--- config.mk ---
export PLATFORM = sky130hd
export DESIGN_NAME = clk_mode_ctrl
export DESIGN_NICKNAME = d
export VERILOG_FILES = /design/src/rtl/clk_mode_ctrl.sv
export SDC_FILE = /design/constraint.sdc
export NUM_CORES = 1
export LEC_CHECK = 0
export BUFFER_PORTS_ARGS = -buffer_cell sky130_fd_sc_hd__buf_4
export CAP_MARGIN = 20
export CORE_MARGIN = 10
export CORE_UTILIZATION = 48
export CTS_BUF_LIST = sky130_fd_sc_hd__clkbuf_16
export DETAILED_ROUTE_END_ITERATION = 8
export PLACE_DENSITY = 0.77
export SLEW_MARGIN = 15
export SYNTH_ARGS = -nofsm -noshare
export SYNTH_HDL_FRONTEND = slang
export SYNTH_SLANG_ARGS = --single-unit
--- constraint.sdc ---
create_clock -name clk -period 1.8 [get_ports clk]
set_clock_uncertainty 0.2 [all_clocks]
set_input_delay 0.27 -clock clk [delete_from_list [all_inputs] [get_ports clk]]
set_output_delay 0.27 -clock clk [all_outputs]
set_load 0.005 [all_outputs]
--- src/rtl/clk_mode_ctrl.sv ---
module clk_mode_ctrl (
  input  logic       clk,
  input  logic       rst_n,
  input  logic       wr_en,
  input  logic       wr_sel,
  input  logic [7:0] wr_data,
  input  logic       wfi_enter,
  input  logic       wake,
  input  logic       hw_restart,
  input  logic       aux_present,
  output logic [1:0] src_sel,
  output logic       pll_on,
  output logic [3:0] mult_factor,
  output logic [3:0] post_div,
  output logic [3:0] cpu_div,
  output logic       half_en,
  output logic       cpu_clk_en,
  output logic       xtal_on,
  output logic       aux_active,
  output logic       irq_n
);
  localparam logic [1:0] SRC_XT2  = 2'b00;
  localparam logic [1:0] SRC_PLL  = 2'b01;
  localparam logic [1:0] SRC_SLOW = 2'b10;
  localparam logic [1:0] SRC_AUX  = 2'b11;

  logic       lp_wfi_r, wfi_aux_r, aux_r, xstop_r, irq_en_r, full_r, half_r, pll_r;
  logic [1:0] mx_r;
  logic [2:0] dx_r, prs_r;
  logic       in_wfi_r;
  logic [1:0] src_prev_r;
  logic       irq_n_r;

  wire ctl_wr = wr_en && !wr_sel;
  wire div_wr = wr_en &&  wr_sel;
  wire lp_entry = wfi_enter && !in_wfi_r && lp_wfi_r;
  wire aux_lost = aux_r && !aux_present;
  wire slow_evt = (src_sel[1] != src_prev_r[1]) || (src_sel[0] != src_prev_r[0] && (src_sel[1] || src_prev_r[1]));

  assign src_sel = aux_r ? SRC_AUX : (!full_r ? SRC_SLOW : (pll_r ? SRC_PLL : SRC_XT2));

  always_ff @(posedge clk or negedge rst_n) begin
    if (!rst_n) begin
      lp_wfi_r  <= 1'b0;
      wfi_aux_r <= 1'b0;
      aux_r     <= 1'b0;
      xstop_r   <= 1'b0;
      irq_en_r  <= 1'b0;
      full_r    <= 1'b1;
      half_r    <= 1'b1;
      pll_r     <= 1'b0;
    end else if (aux_lost) begin
      aux_r  <= 1'b0;
      full_r <= 1'b0;
    end else if (lp_entry) begin
      pll_r <= 1'b0;
      if (wfi_aux_r && aux_present) begin
        aux_r   <= 1'b1;
        xstop_r <= 1'b1;
      end else if (!aux_r) begin
        full_r <= 1'b0;
      end
    end else if (ctl_wr) begin
      lp_wfi_r  <= wr_data[0];
      wfi_aux_r <= wr_data[1];
      if (!wr_data[2])      aux_r <= 1'b0;
      else if (aux_present) aux_r <= 1'b1;
      xstop_r   <= wr_data[3];
      irq_en_r  <= wr_data[4];
      full_r    <= wr_data[5];
      half_r    <= wr_data[6];
      pll_r     <= wr_data[7];
    end
  end

  always_ff @(posedge clk or negedge rst_n) begin
    if (!rst_n) begin
      mx_r  <= 2'b00;
      dx_r  <= 3'b111;
      prs_r <= 3'b000;
    end else if (div_wr) begin
      mx_r  <= wr_data[1:0];
      dx_r  <= wr_data[4:2];
      prs_r <= wr_data[7:5];
    end
  end

  always_ff @(posedge clk or negedge rst_n) begin
    if (!rst_n) begin
      in_wfi_r   <= 1'b0;
      src_prev_r <= SRC_XT2;
      irq_n_r    <= 1'b1;
    end else begin
      if (wake)           in_wfi_r <= 1'b0;
      else if (wfi_enter) in_wfi_r <= 1'b1;
      src_prev_r <= src_sel;
      irq_n_r    <= !(irq_en_r && (slow_evt || hw_restart));
    end
  end

  always_comb begin
    case (mx_r)
      2'b10:   mult_factor = 4'd14;
      2'b00:   mult_factor = 4'd10;
      2'b11:   mult_factor = 4'd8;
      default: mult_factor = 4'd6;
    endcase
  end

  assign post_div   = {1'b0, dx_r} + 4'd1;
  assign cpu_div    = {1'b0, prs_r} + 4'd1;
  assign half_en    = half_r;
  assign pll_on     = pll_r;
  assign cpu_clk_en = !in_wfi_r;
  assign xtal_on    = !(xstop_r && aux_r);
  assign aux_active = aux_r;
  assign irq_n      = irq_n_r;
endmodule

==> metrics <==
Clock Pin Slew Worst Setup and Hold Paths around 0.050 ns; nets around 150; critical path class register to primary output; first-pass GRT wire length 3830 µm; fin cells about 150; Leak Pwr 0.723 nW; Ant. Diodes 0; clock root buffer clkbuf_16; largest family of logic cells by synthesized area simple AND/OR/NAND/NOR gates; max-slew violations 0; synth top area cells dfrtp_1, dfstp_2, mux2_2, ha_1, mux2_4; # rows 16; post-synthesis mux area share a little over an eighth; final instance area 1410 µm²; CP endpoint kind primary output; Iter 0 DRT Violations 17; Peak Freq 0.579 GHz; CTS tree built; Sink Count 20; Mapped Nets 108; total track usage 10.9%; via count 764; area leader, netlist dfrtp_1; worst-path fanout max 4; height of the chip about 66 µm; core box area 1980 µm²; largest net degree at the start of global routing 21; DP HPWL 1790 µm; RSZ-0062 raised after global routing false; setup violators final 0; Synth Register Bits 20; Synth Area in Simple Gates 14.3%; adder-cell share of the synthesized area 6.17%; placed instance count 147; max_cap viols 0; buffers added on ports 34; WP data arrival 1.26 ns; yosys warns 0; number of global-route vias before repair approximately 840; Seq/Total Area, Yosys 50.1%; Period Utilization, post-route 95.9%; post-layout util 70.9%; CP startpoint kind register; # DRC 0; Setup Buffers After CTS 0; flop2flop setup slack 0.32 ns; Layout area overhead 38.5%; Detailed Route WL 2300 µm; synthesized instance count slightly below 90; WL/cell ~15 µm; clk_lat worst skew 0.25 ns; area of the mapped netlist 1010 µm²; Area after DPL around 1300 µm²; Peak VDD IR 0.000684 V; Clock Path Buffers 2; Die Wd 66.0 µm; initial antenna violation count 0; Post-synth top cells dfrtp_1, inv_1, mux2_2, nand2_1, nor2_1; total gr overflow 0; Die Area 4350 µm²; number of detailed-route iterations in the first pass 4; mean area per synthesized cell 11.7 µm²; Yosys top cell area share between 30 and 40%; DR vias/cell 4.96; I/O pin cnt 36; P per Cell Area 1050 nW/µm²; Final ANT Viol Nets 0; htree depth 1; status finished, final reports clean; share of cells above drive strength 1 47.2%; ys async rst share 100%; Initial Util 51.2%; HP Class primary input to register; xor and xnor fraction of the mapped netlist area 2.59%; setup TNS 0 ns; post-layout power 1.47 mW; crit path time final about 1.7 ns; Worst EP required between 1 and 1.5 ns; top-count cell post-synth dfrtp_1; CTS Buf Count 3; Post-synth EDFFs 0; Hold Fails Final Rpt 0; gpl congestion a little over 0.7; Synth Flop Type dfrtp_1; post-synthesis compound-gate area fraction 8.01%; post-synth cell types 27
==> registers in the layout, summed over array words and instances (netlist names), 2 cells and up <==
name	cells
dx_r	3
prs_r	3
mx_r	2
src_prev_r	2
==> final timing paths <==
| check | end | from | cells past startpoint |
|---|---|---|---|
| min in group asynchronous | src_prev_r[1]$_DFF_PN0_ | rst_n | 2 |
| min | full_r$_DFFE_PN1P_ | wr_data[5] | 3 |
| min reg2reg | irq_n$_DFF_PN1_ | irq_en_r$_DFFE_PN0P_ | 1 |
| max reg2reg | irq_n$_DFF_PN1_ | full_r$_DFFE_PN1P_ | 3 |
| max | post_div[2] | dx_r[0]$_DFFE_PN1P_ | 3 |
| max in group asynchronous | dx_r[0]$_DFFE_PN1P_ | rst_n | 2 |
==> metal layers <==
metal / up-vias / routed length [µm] / GRT usage (%)
met5: - / 0 / 0
met4: 0 / 25 / 3.14
met3: 2 / 177 / 3.39
met2: 23 / 1220 / 19.1
met1: 369 / 873 / 12.2
li1: 370 / - / -
==> cell type report <==
cell class              instances  area (µm²)
well taps                      27        33.8
repair buffers                 37         285
fillers                       161         577
clock buffers                   3        75.1
multi-input cells              55         458
inverters                      11        41.3
clock inverters                 1        3.75
flip-flops and latches         20         508
==> power breakdown <==
group / internal, mW / switching, mW / leakage (nW)
Combinational: 0.244 / 0.156 / 0.456
Sequential: 0.552 / 0.0685 / 0.229
Clock: 0.296 / 0.157 / 0.0385
==> placed cells by master, fill, tap and decap left out, types with 2 or more instances in the layout <==
cell type	netlist	layout
buf_4	1	34
dfrtp_1	14	14
inv_1	11	11
nor2_1	7	7
nand2_1	7	7
mux2_2	7	7
o21ai_0	6	6
dfstp_2	6	6
ha_1	5	5
mux2_4	4	4
clkbuf_16	0	3
dlygate4sd3_1	0	3
xor2_1	2	2
and3_1	2	2
==> worst max-delay path, stage by stage (launching register included) <==
cell	delay, ns
dfstp_2	0.56
ha_1	0.17
xor2_1	0.15
buf_4	0.13
==> kinds of logic after synthesis <==
family,after synthesis
AND/OR/NAND/NOR,23
XOR/XNOR,3
other,1
buffers and inverters,12
multiplexers,11
AO/OA/AOI/OAI,12
flip-flops,20
adder cells (fa/ha/maj),5
==> what timing repair did <==
item,4_1_cts,5_1_grt
hold buffers,3,0
hold endpoints to repair,22,0
gates resized for setup,0,0
==> stage by stage <==
| stage | hold WS (ns) | setup slack, ns |
|---|---|---|
| global route | 0.0568 | 0.0235 |
| finish | 0.0576 | 0.0731 |
| CTS | 0.0528 | 0.0786 |
| global placement | -0.0407 | 0.357 |
| detailed placement | -0.0423 | 0.324 |
| floorplan | -0.226 | 0.375 |
Note: power is estimated with default switching activity, not from simulation.
